--- config.mk ---
export PLATFORM = sky130hd
export DESIGN_NAME = rtc_banked_regs
export DESIGN_NICKNAME = d
export VERILOG_FILES = /design/src/rtl/rtc_regs_pkg.sv /design/src/rtl/rtc_calendar.sv /design/src/rtl/rtc_busy_timer.sv /design/src/rtl/rtc_nibble_store.sv /design/src/rtl/rtc_banked_regs.sv
export SDC_FILE = /design/constraint.sdc
export NUM_CORES = 1
export LEC_CHECK = 0
export BUFFER_PORTS_ARGS = -buffer_cell sky130_fd_sc_hd__buf_2
export CAP_MARGIN = 20
export CORE_MARGIN = 1.5
export CORE_UTILIZATION = 40
export CTS_CLUSTER_DIAMETER = 150
export DETAILED_ROUTE_END_ITERATION = 8
export PLACE_DENSITY = 0.55
export RECOVER_POWER = 100
export SLEW_MARGIN = 15
export SYNTH_ARGS = -nofsm -noshare
export SYNTH_HDL_FRONTEND = slang
export SYNTH_HIERARCHICAL = 1
export SYNTH_SLANG_ARGS = --single-unit
--- constraint.sdc ---
create_clock -name clk -period 3.3 [get_ports clk]
set_input_delay 0.33 -clock clk [delete_from_list [all_inputs] [get_ports clk]]
set_output_delay 0.33 -clock clk [all_outputs]
set_load 0.005 [all_outputs]
--- src/rtl/rtc_regs_pkg.sv ---
package rtc_regs_pkg;

  typedef logic [3:0] nib_t;

  localparam int TIME_DIGITS = 15;

  typedef enum logic [1:0] {
    BANK_TIME  = 2'd0,
    BANK_ALARM = 2'd1,
    BANK_TIMER = 2'd2,
    BANK_SPARE = 2'd3
  } bank_e;

  localparam nib_t CTL_ADDR = 4'hF;
  localparam nib_t TMR_ADDR = 4'hE;

  // digit positions inside the time bank
  localparam int D_SEC_U = 0;
  localparam int D_SEC_T = 1;
  localparam int D_MIN_U = 2;
  localparam int D_MIN_T = 3;
  localparam int D_HR_U  = 4;
  localparam int D_HR_T  = 5;
  localparam int D_DOW   = 6;
  localparam int D_DAY_U = 7;
  localparam int D_DAY_T = 8;
  localparam int D_MON_U = 9;
  localparam int D_MON_T = 10;
  localparam int D_YR_U  = 11;
  localparam int D_YR_T  = 12;
  localparam int D_YR_H  = 13;
  localparam int D_YR_K  = 14;

  typedef struct packed {
    nib_t tens;
    nib_t units;
    logic wrap;
  } pair_t;

  // one BCD step of a two-digit field that runs first..last
  function automatic pair_t bcd_pair_step(nib_t u, nib_t t, nib_t last_u, nib_t last_t,
                                          nib_t first_u, nib_t first_t);
    pair_t r;
    r.wrap = 1'b0;
    if (u == last_u && t == last_t) begin
      r.units = first_u;
      r.tens  = first_t;
      r.wrap  = 1'b1;
    end else if (u == 4'd9) begin
      r.units = 4'd0;
      r.tens  = t + 4'd1;
    end else begin
      r.units = u + 4'd1;
      r.tens  = t;
    end
    return r;
  endfunction

  // final day of the month as two BCD digits {tens, units}
  function automatic logic [7:0] last_day_bcd(nib_t mon_u, nib_t mon_t, nib_t yr_u, nib_t yr_t);
    logic [7:0] mon_b;
    logic [7:0] yr_b;
    mon_b = {4'd0, mon_t} * 8'd10 + {4'd0, mon_u};
    yr_b  = {4'd0, yr_t} * 8'd10 + {4'd0, yr_u};
    case (mon_b)
      8'd2:                    return (yr_b[1:0] == 2'b00) ? 8'h29 : 8'h28;
      8'd4, 8'd6, 8'd9, 8'd11: return 8'h30;
      default:                 return 8'h31;
    endcase
  endfunction

  function automatic nib_t reset_digit(int idx);
    case (idx)
      D_DOW:   return 4'd6;
      D_DAY_U: return 4'd1;
      D_MON_U: return 4'd1;
      D_YR_K:  return 4'd2;
      default: return 4'd0;
    endcase
  endfunction

endpackage

--- src/rtl/rtc_calendar.sv ---
module rtc_calendar
  import rtc_regs_pkg::*;
(
  input  logic                     clk,
  input  logic                     rst_n,
  input  logic                     advance,
  input  logic                     wr_en,
  input  nib_t                     wr_idx,
  input  nib_t                     wr_data,
  output logic [TIME_DIGITS*4-1:0] digits_flat
);

  nib_t       cur_q [TIME_DIGITS];
  nib_t       nxt   [TIME_DIGITS];
  pair_t      s_p, m_p, h_p, d_p, mo_p;
  logic [7:0] last_d;
  logic       cy;

  always_comb begin
    nxt    = cur_q;
    last_d = last_day_bcd(cur_q[D_MON_U], cur_q[D_MON_T], cur_q[D_YR_U], cur_q[D_YR_T]);
    s_p    = bcd_pair_step(cur_q[D_SEC_U], cur_q[D_SEC_T], 4'd9, 4'd5, 4'd0, 4'd0);
    m_p    = bcd_pair_step(cur_q[D_MIN_U], cur_q[D_MIN_T], 4'd9, 4'd5, 4'd0, 4'd0);
    h_p    = bcd_pair_step(cur_q[D_HR_U], cur_q[D_HR_T], 4'd3, 4'd2, 4'd0, 4'd0);
    d_p    = bcd_pair_step(cur_q[D_DAY_U], cur_q[D_DAY_T], last_d[3:0], last_d[7:4], 4'd1, 4'd0);
    mo_p   = bcd_pair_step(cur_q[D_MON_U], cur_q[D_MON_T], 4'd2, 4'd1, 4'd1, 4'd0);
    cy     = 1'b0;
    if (advance) begin
      nxt[D_SEC_U] = s_p.units;
      nxt[D_SEC_T] = s_p.tens;
      if (s_p.wrap) begin
        nxt[D_MIN_U] = m_p.units;
        nxt[D_MIN_T] = m_p.tens;
        if (m_p.wrap) begin
          nxt[D_HR_U] = h_p.units;
          nxt[D_HR_T] = h_p.tens;
          if (h_p.wrap) begin
            nxt[D_DOW]   = (cur_q[D_DOW] == 4'd6) ? 4'd0 : cur_q[D_DOW] + 4'd1;
            nxt[D_DAY_U] = d_p.units;
            nxt[D_DAY_T] = d_p.tens;
            if (d_p.wrap) begin
              nxt[D_MON_U] = mo_p.units;
              nxt[D_MON_T] = mo_p.tens;
              if (mo_p.wrap) begin
                cy = 1'b1;
                for (int k = D_YR_U; k <= D_YR_K; k++) begin
                  if (cy) begin
                    if (cur_q[k] == 4'd9) begin
                      nxt[k] = 4'd0;
                    end else begin
                      nxt[k] = cur_q[k] + 4'd1;
                      cy     = 1'b0;
                    end
                  end
                end
              end
            end
          end
        end
      end
    end
    // a bus write overlays the advanced value of its own digit
    if (wr_en && wr_idx < 4'(TIME_DIGITS)) nxt[wr_idx] = wr_data;
  end

  always_ff @(posedge clk or negedge rst_n) begin
    if (!rst_n) begin
      for (int i = 0; i < TIME_DIGITS; i++) cur_q[i] <= reset_digit(i);
    end else begin
      cur_q <= nxt;
    end
  end

  for (genvar g = 0; g < TIME_DIGITS; g++) begin : g_flat
    assign digits_flat[g*4 +: 4] = cur_q[g];
  end

  // no tick and no write leaves every digit alone
  p_digits_hold_r6: assert property (@(posedge clk) disable iff (!rst_n)
    (!advance && !wr_en) |=> $stable(digits_flat));

  // seconds 59 wrap to 00
  p_sec_wrap_r4: assert property (@(posedge clk) disable iff (!rst_n)
    (advance && !wr_en && digits_flat[3:0] == 4'd9 && digits_flat[7:4] == 4'd5)
    |=> (digits_flat[7:0] == 8'h00));

  // a written digit holds the written value even in a tick cycle
  p_write_lands_r10: assert property (@(posedge clk) disable iff (!rst_n)
    (wr_en && wr_idx < 4'(TIME_DIGITS))
    |=> (digits_flat[{$past(wr_idx), 2'b00} +: 4] == $past(wr_data)));

endmodule

--- src/rtl/rtc_busy_timer.sv ---
module rtc_busy_timer #(
  parameter int BUSY_CYCLES = 4
) (
  input  logic clk,
  input  logic rst_n,
  input  logic start,
  output logic busy
);

  localparam int CW = $clog2(BUSY_CYCLES + 1);

  logic [CW-1:0] cnt_q;

  always_ff @(posedge clk or negedge rst_n) begin
    if (!rst_n)              cnt_q <= '0;
    else if (start)          cnt_q <= CW'(BUSY_CYCLES);
    else if (cnt_q != '0)    cnt_q <= cnt_q - 1'b1;
  end

  assign busy = (cnt_q != '0);

  // busy rises the cycle after an advance
  p_busy_start_r7: assert property (@(posedge clk) disable iff (!rst_n)
    start |=> busy);

  // the window closes after its last count
  p_busy_drop_r7: assert property (@(posedge clk) disable iff (!rst_n)
    (!start && cnt_q == CW'(1)) |=> !busy);

  // without a start, an idle timer stays idle
  p_busy_idle_r6: assert property (@(posedge clk) disable iff (!rst_n)
    (!start && !busy) |=> !busy);

endmodule

--- src/rtl/rtc_nibble_store.sv ---
module rtc_nibble_store
  import rtc_regs_pkg::*;
#(
  parameter int ENTRIES = 15,
  parameter int AW      = 4
) (
  input  logic          clk,
  input  logic          rst_n,
  input  logic          we,
  input  logic [AW-1:0] waddr,
  input  nib_t          wdata,
  input  logic [AW-1:0] raddr,
  output nib_t          rdata
);

  nib_t mem_q [ENTRIES];

  always_ff @(posedge clk or negedge rst_n) begin
    if (!rst_n) begin
      for (int i = 0; i < ENTRIES; i++) mem_q[i] <= '0;
    end else if (we && int'(waddr) < ENTRIES) begin
      mem_q[waddr] <= wdata;
    end
  end

  assign rdata = (int'(raddr) < ENTRIES) ? mem_q[raddr] : '0;

  // a stored nibble reads back on the next cycle
  p_store_readback_r8: assert property (@(posedge clk) disable iff (!rst_n)
    (we && int'(waddr) < ENTRIES && raddr == waddr)
    |=> ($stable(raddr) |-> rdata == $past(wdata)));

endmodule

--- src/rtl/rtc_banked_regs.sv ---
module rtc_banked_regs
  import rtc_regs_pkg::*;
#(
  parameter int BUSY_CYCLES = 4
) (
  input  logic       clk,
  input  logic       rst_n,
  input  logic       tick_sec,
  input  logic       bus_we,
  input  logic [3:0] bus_addr,
  input  logic [3:0] bus_wdata,
  output logic [3:0] bus_rdata
);

  bank_e                    bank_q;
  logic                     stop_q;
  logic [1:0]               tmr_q;
  logic                     busy;
  logic [TIME_DIGITS*4-1:0] time_flat;
  nib_t                     alarm_rd;
  logic                     ctl_hit;
  logic                     advance;
  logic                     time_we;
  logic                     alarm_we;
  logic                     tmr_we;

  assign ctl_hit  = (bus_addr == CTL_ADDR);
  assign advance  = tick_sec && !stop_q;
  assign time_we  = bus_we && !ctl_hit && bank_q == BANK_TIME;
  assign alarm_we = bus_we && !ctl_hit && bank_q == BANK_ALARM;
  assign tmr_we   = bus_we && bank_q == BANK_TIMER && bus_addr == TMR_ADDR;

  always_ff @(posedge clk or negedge rst_n) begin
    if (!rst_n) begin
      bank_q <= BANK_TIME;
      stop_q <= 1'b0;
      tmr_q  <= 2'b00;
    end else begin
      if (bus_we && ctl_hit) begin
        stop_q <= bus_wdata[1];
        bank_q <= bank_e'(bus_wdata[3:2]);
      end
      if (tmr_we) tmr_q <= bus_wdata[1:0];
    end
  end

  rtc_calendar u_cal (
    .clk         (clk),
    .rst_n       (rst_n),
    .advance     (advance),
    .wr_en       (time_we),
    .wr_idx      (bus_addr),
    .wr_data     (bus_wdata),
    .digits_flat (time_flat)
  );

  rtc_busy_timer #(.BUSY_CYCLES(BUSY_CYCLES)) u_busy (
    .clk   (clk),
    .rst_n (rst_n),
    .start (advance),
    .busy  (busy)
  );

  rtc_nibble_store #(.ENTRIES(TIME_DIGITS), .AW(4)) u_alarm (
    .clk   (clk),
    .rst_n (rst_n),
    .we    (alarm_we),
    .waddr (bus_addr),
    .wdata (bus_wdata),
    .raddr (bus_addr),
    .rdata (alarm_rd)
  );

  always_comb begin
    bus_rdata = 4'd0;
    if (ctl_hit) begin
      bus_rdata = {2'(bank_q), stop_q, busy};
    end else begin
      case (bank_q)
        BANK_TIME:  bus_rdata = time_flat[{bus_addr, 2'b00} +: 4];
        BANK_ALARM: bus_rdata = alarm_rd;
        BANK_TIMER: bus_rdata = (bus_addr == TMR_ADDR) ? {2'b00, tmr_q} : 4'd0;
        default:    bus_rdata = 4'd0;
      endcase
    end
  end

  // the bank follows a control write
  p_bank_follows_r2: assert property (@(posedge clk) disable iff (!rst_n)
    (bus_we && ctl_hit) |=> (2'(bank_q) == $past(bus_wdata[3:2])));

  // with stop set, only bus writes move the digits
  p_stop_freezes_r6: assert property (@(posedge clk) disable iff (!rst_n)
    (stop_q && !time_we) |=> $stable(time_flat));

  // the spare bank reads zero
  p_spare_bank_zero_r9: assert property (@(posedge clk) disable iff (!rst_n)
    (bank_q == BANK_SPARE && !ctl_hit) |-> (bus_rdata == 4'd0));

  // writes to other banks leave the time digits alone
  p_other_bank_no_time_r8: assert property (@(posedge clk) disable iff (!rst_n)
    (bus_we && !ctl_hit && bank_q != BANK_TIME && !advance) |=> $stable(time_flat));

endmodule

==> flow_summary.yaml, run 1 <==
sta:
  post_route_setup_tns_ns: -0.117
  finClkSkew_ns: 0.0164
  maxSlewHeadroom_pct: -42.1
  worst_pin_slew_ns: 2.13
  drv_slew: 80
  finalCritPeriodShare_pct: 102
  grt_setup_unrepaired: "true"
  timing.fmax_mhz: 297
  finalHoldViolCount: 0
  layout_min_cycle_time_ns: 3.37
  setup-violations-final: 3
  fin_ws_ns: -0.0673
setup_path:
  worst_r2r_path_depth: 12
  timing_worst_setup_path_type: "flop to flop"
  highest_fanout_seen_on_the_critical_path: 4
  rr_endpoint: "u_cal/digits_flat[57]"
  crit_path_top_delay_cell: "sky130_fd_sc_hd__dfrtp_1"
  critical_path.endpoint_type: "flop"
  cells_along_the_critical_path: "ha_1 -> ha_2 -> fa_2 -> or3_1 -> a31o_4 -> a31o_4 -> a2111oi_4 -> buf_4 -> buf_6 -> nand2_4 -> or3_1 -> a31oi_1"
  max_stage_delay_ns: 0.38
  timing.critical_path.arrival_ns: 3.72
  reg2reg_start: "u_cal/digits_flat[43]"
  rrSetupSlack_ns: -0.07
  setup.worst_path.start_class: "flop"
  worstPathRequired_ns: 3.65
cts:
  cts_buffer_depth: 2
  cts.sink_count: 128
  cts.clk_slew.worst_paths_ns: 0.06
  cts.htree.levels: 4
  cts-buffers-inserted: 17
  cts_tree: "yes"
  cts.root.buffer_cell: "sky130_fd_sc_hd__clkbuf_16"
  clock_latency_ns: 0.43
routing:
  mean_number_of_vias_per_cell: 5.69
  drt_drc_violations_left: 0
  routed_wl_um: 22500
  num_vias: 6633
  first_iter_violations: 405
  drt-wirelength-per-cell_um: 19.3
  firstDrtPassIters: 5
  final_antenna_net_count: 0
place:
  pre_cts_ws_ns: -0.146
  gp_congestion: 0.816
  buffers_on_ports: 15
  postPlaceCellArea_sq_mm: 0.00893
  dpl.hpwl_um: 15600
synthesis:
  yosys.cell_types.count: 78
  synth_edf_count: 0
  synth_area_leaders: "sky130_fd_sc_hd__dfrtp_1 37%, sky130_fd_sc_hd__mux2_2 8.9%, sky130_fd_sc_hd__mux2i_1 4.2%"
  async_reset_ff_share_pct: 100
  mappedNetlistNets: 874
  postSynthCellCount: 836
  synth_top_area_share_pct: 36.8
  synth.yosys.warnings: 6
  synth.top_cells.by_count: "123 x sky130_fd_sc_hd__dfrtp_1, 70 x sky130_fd_sc_hd__nand2_1, 66 x sky130_fd_sc_hd__mux2_2, 64 x sky130_fd_sc_hd__nor2_1, 42 x sky130_fd_sc_hd__o21ai_0"
  synthMostInstantiatedCell: "sky130_fd_sc_hd__dfrtp_1"
  yosys.area.top_type: "sky130_fd_sc_hd__dfrtp_1"
  post_synth.cell_area_avg_sq_um: 10.0
  most_used_flip_flop_cell_after_synthesis: "sky130_fd_sc_hd__dfrtp_1"
  post_synth_instance_area_sq_mm: 0.00837
  yosysSeqAreaShare_pct: 38.4
  ys_seq_elements: 128
finish:
  utilization_pct: 47.5
  drive_gt1_share_pct: 23.7
  finalNetCount: 920
  syn2layout_area_growth_pct: 15.6
  antenna_cells_inserted: 0
  layout.cell_area.non_filler_sq_mm: 0.00967
  fill_cells: 1950
floorplanning:
  number_of_i_o_pins: 16
  die_x_um: 148
  die_h_um: 148
  initial_standard_cell_utilization_of_the_core_pct: 41.1
  die-area_sq_mm: 0.0218
  num_rows: 52
  core-area_sq_mm: 0.0204
global_routing:
  grtUsageMet3_pct: 3.80
  grt_antenna_before_repair: 0
  global_route.peak_usage_layer: "met2"
  grt_max_degree: 80
  grt_pass1_wl_um: 36100
  globalRouteOverflowTotal: 0
  use_met1_pct: 30.5
  grtUsageTotal_pct: 21.4
  use_met2_pct: 34.3
  grt_pass1_vias: 6356
pwr:
  powerDensity_mw_per_mm2: 628
  cellLeakagePower_nw: 4.07
  p_total_mw: 6.07
  vdd_drop_max_uv: 274
hold_path:
  holdCritPathClass: "primary input to flop"
  hold-path-endpoint: "u_cal/digits_flat[26]"
  holdCritStartpoint: "bus_wdata[2]"
  hold_path_depth: 3
flow_run:
  maximum_capacitance_violations: 1
run_status:
  violations: "max-capacitance violations, max-slew violations, negative setup slack"
  run_status: "complete, but fails checks"
-- layout by cell type, fill, tap and decap left out, drive strengths merged, types with 25 or more instances in the layout --
cell and instances:
nand2b 25, inv 25, mux2i 35, nor2 64, a21oi 40, clkbuf 34
dfrtp 123, mux2 66, buf 51, o21ai 55, nand2 71
-- registers in the layout (all words and copies together), names as in the netlist --
name	cells
u_alarm/mem_q	60
u_cal/digits_flat	60
u_busy/cnt_q	3
bank_q	2
tmr_q	2
stop_q	1
-- repair_timing --
| action | 4_1_cts | 5_1_grt |
|---|---|---|
| resized for setup | 12 | 35 |
| hold buffers | 1 | 0 |
| buffers inserted | 2 | 5 |
| endpoints found under the setup margin | 29 | 30 |
| gates cloned | 1 | 0 |
| pin swaps | 13 | 18 |
| hold endpoints to repair | 5 | 0 |
-- power breakdown --
group | internal, mW | switching, mW | leakage, nW
logic | 0.924 | 0.950 | 2.20
clock network | 1.11 | 0.740 | 0.269
registers | 1.94 | 0.413 | 1.60
total | 3.97 | 2.10 | 4.07
-- critical path, delay by kind of cell, from the launching register on --
family | cells | cell delay [ns]
compound gates | 4 | 1.01
fa+ha+maj | 3 | 0.86
simple gates | 3 | 0.73
flops | 1 | 0.38
buf+inv | 2 | 0.31
-- area by class of cell --
type / count / area [sq um] / share of cell area [%]
flip-flops and latches: 128 / 3210 / 33.2
clock inverters: 13 / 140 / 1.45
well taps: 270 / 338 / 3.49
repair buffers: 67 / 444 / 4.59
clock buffers: 19 / 433 / 4.48
multi-input cells: 644 / 5010 / 51.9
inverters: 24 / 90.1 / 0.932
-- logic make-up (layout without fill, tap and decap cells) --
group           Yosys count  after routing  share of synthesized area, %
flops                   128            128                          38.4
compound gates          177            177                          13.6
simple gates            299            299                          19.8
fa+ha+maj                26             26                          4.07
buf+inv                  64            123                          3.62
mux                     119            119                          18.1
xor+xnor                 23             23                          2.50
-- routing by layer --
metal / vias to the layer above / share of wire [%] / wire length (um)
met1: 3314 / 48 / 10800
met4: 0 / 0.71 / 160
met5: - / 0 / 0
li1: 3193 / - / -
met2: 112 / 48 / 10700
met3: 14 / 3.4 / 762
-- per-stage QoR --
stage                     instances  hold slack, ns
after floorplan                 836          0.0344
after global placement         1125           0.454
after detailed placement       1125           0.447
after CTS                      1161           0.242
after global routing           1165           0.254
final                          1165           0.257
-- how the worst max path moves through the flow --
stage	end	slack (ns)	depth (start not counted)	from
CTS	u_cal/digits_flat[29]	-0.03	12	u_cal/digits_flat[40]
finish	u_cal/digits_flat[57]	-0.07	12	u_cal/digits_flat[43]
floorplan	u_cal/digits_flat[29]	-0.03	11	u_cal/digits_flat[41]
global placement	u_cal/digits_flat[57]	-0.07	11	u_cal/digits_flat[41]
global route	u_cal/digits_flat[57]	-0.20	14	u_cal/digits_flat[43]
detailed placement	u_cal/digits_flat[57]	-0.15	11	u_cal/digits_flat[41]
Power figures use the tool's default switching activity.
==> inputs of run 2 (changes only) <==
- CORE_MARGIN: 1.5 -> 5
==> run 2 against run 1 <==
Net effect: first-iteration DRC count grew 22%; highest routed layer unchanged; the run still ends with max-capacitance violations, max-slew violations, negative setup slack left; wire length grew 1.1%; setup slack improved by 0.036 ns; final area shrank 0.17%; combinational power increased by 2%; clock skew shrank 0.0072 ns; clock-buffer cell count is 2 lower; critical endpoint unchanged; sequential cell count did not move; global-route usage is 2.1 points lower; power up 0.43%; die area rose by 9.7%; clock power barely moved.
==> flow_summary.yaml, run 2 (synthesis gave the netlist of run 1 again) <==
run_status:
  run_status: "complete, but fails checks"
  violations: "max-capacitance violations, max-slew violations, negative setup slack"
routing:
  mean_number_of_vias_per_cell: 5.75
  num_vias: 6691
  drt_drc_violations_left: 0
  routed_wl_um: 22700
  drt-wirelength-per-cell_um: 19.5
  firstDrtPassIters: 5
  final_antenna_net_count: 0
  first_iter_violations: 494
global_routing:
  grt_max_degree: 70
  grt_pass1_wl_um: 36900
  grt_antenna_before_repair: 0
  grt_pass1_vias: 6604
  globalRouteOverflowTotal: 0
  grtUsageTotal_pct: 19.4
sta:
  maxSlewHeadroom_pct: -21.7
  final.hold.worst_slack_ns: 0.315
  timing.fmax_mhz: 300
  setup-violations-final: 1
  finClkSkew_ns: 0.00916
  layout_min_cycle_time_ns: 3.33
  finalCritPeriodShare_pct: 101
  worst_pin_slew_ns: 1.83
  finalHoldViolCount: 0
  grt_setup_unrepaired: "true"
  drv_slew: 70
  fin_ws_ns: -0.0315
pwr:
  p_total_mw: 6.10
  cellLeakagePower_nw: 4.03
  vdd_drop_max_uv: 275
  powerDensity_mw_per_mm2: 632
finish:
  layout.cell_area.non_filler_sq_mm: 0.00965
  finalNetCount: 914
  drive_gt1_share_pct: 24.2
  syn2layout_area_growth_pct: 15.4
  antenna_cells_inserted: 0
  most_frequent_cells_in_the_layout: "123 x sky130_fd_sc_hd__dfrtp_1, 67 x sky130_fd_sc_hd__nand2_1, 66 x sky130_fd_sc_hd__mux2_2, 63 x sky130_fd_sc_hd__nor2_1, 41 x sky130_fd_sc_hd__o21ai_0"
  mostFrequentLayoutCell: "sky130_fd_sc_hd__dfrtp_1"
floorplanning:
  core-area_sq_mm: 0.0208
  initial_standard_cell_utilization_of_the_core_pct: 40.2
  number_of_i_o_pins: 16
  die_x_um: 155
  die-area_sq_mm: 0.0239
  num_rows: 53
  die_h_um: 155
hold_path:
  hold-path-endpoint: "u_cal/digits_flat[57]"
  holdCritStartpoint: "bus_wdata[1]"
  hold_path_depth: 3
  holdCritPathClass: "primary input to flop"
place:
  dpl.hpwl_um: 15300
  postPlaceCellArea_sq_mm: 0.00890
  buffers_on_ports: 15
  gp_congestion: 0.832
setup_path:
  worstPathRequired_ns: 3.64
  critical_path.endpoint_type: "flop"
  timing_worst_setup_path_type: "flop to flop"
  highest_fanout_seen_on_the_critical_path: 5
  reg2reg_start: "u_cal/digits_flat[43]"
  worst_r2r_path_depth: 11
  timing.critical_path.arrival_ns: 3.68
  rr_endpoint: "u_cal/digits_flat[57]"
  rrSetupSlack_ns: -0.03
  setup.worst_path.start_class: "flop"
cts:
  clock_latency_ns: 0.42
  cts_tree: "yes"
  cts.clk_slew.worst_paths_ns: 0.06
  cts.htree.levels: 4
  cts.root.buffer_cell: "sky130_fd_sc_hd__clkbuf_16"
  cts.sink_count: 128
  cts-buffers-inserted: 17
  cts_buffer_depth: 2
flow_run:
  maximum_capacitance_violations: 1
[run 2: worst max-delay path, stage by stage (launching register included)]
cell	delay, ns
sky130_fd_sc_hd__dfrtp_1	0.40
sky130_fd_sc_hd__ha_1	0.31
sky130_fd_sc_hd__ha_2	0.19
sky130_fd_sc_hd__fa_2	0.38
sky130_fd_sc_hd__or3_4	0.39
sky130_fd_sc_hd__a31o_4	0.27
sky130_fd_sc_hd__a31o_4	0.24
sky130_fd_sc_hd__a2111oi_4	0.32
sky130_fd_sc_hd__buf_6	0.19
sky130_fd_sc_hd__nand2_2	0.05
sky130_fd_sc_hd__or3_1	0.32
sky130_fd_sc_hd__a31oi_1	0.18
[run 2: through the flow]
step                std cells  setup WS [ns]  setup TNS (ns)  util (%)
finish                   1164        -0.0315         -0.0315      46.4
CTS                      1160        -0.0252         -0.0408      46.1
floorplan                 836        -0.0349         -0.0556         -
global route             1164        -0.0890           -1.60      46.4
detailed placement       1126         -0.133           -1.02      42.8
global placement         1126        -0.0437          -0.106      42.8
[run 2: final cells by class]
| class | instances | area (sq um) |
|---|---|---|
| Fill cell | 2018 | 11200 |
| Tap cell | 275 | 344 |
| Clock inverter | 15 | 141 |
| Sequential cell | 128 | 3210 |
| Inverter | 24 | 90.1 |
| Timing Repair Buffer | 61 | 422 |
| Clock buffer | 17 | 425 |
| Multi-Input combinational cell | 644 | 5020 |
[run 2: worst max-delay path by stage]
| stage | cells after the start | slack (ns) | end | from |
|---|---|---|---|---|
| 5_1_grt | 11 | -0.09 | u_cal/digits_flat[57] | u_cal/digits_flat[43] |
| 3_5_place_dp | 12 | -0.13 | u_cal/digits_flat[57] | u_cal/digits_flat[41] |
| 6_report | 11 | -0.03 | u_cal/digits_flat[57] | u_cal/digits_flat[43] |
| 2_1_floorplan | 11 | -0.03 | u_cal/digits_flat[29] | u_cal/digits_flat[41] |
| 3_3_place_gp | 12 | -0.04 | u_cal/digits_flat[53] | u_cal/digits_flat[41] |
| 4_1_cts | 11 | -0.03 | u_cal/digits_flat[57] | u_cal/digits_flat[43] |
[run 2: per-layer routing]
metal  up-vias  track usage, %  part of all wire (%)
li1       3180               -                     -
met1      3338            28.4                    48
met2       148            29.7                    46
met3        25            3.53                   4.6
met4         0            4.79                   1.4
met5         -               0                     0
[run 2: repair_timing]
action	4_1_cts	5_1_grt
hold buffers	1	0
pin swaps	13	11
endpoints found under the hold margin	65	0
resized for setup	20	25
endpoints found under the setup margin	26	31
buffers inserted	1	4
[run 2: power by group]
group          internal [mW]  leakage, nW  switching (mW)
clock                  0.999        0.272           0.836
sequential              1.93         1.60           0.423
combinational          0.935         2.16           0.973
total                   3.87         4.03            2.23
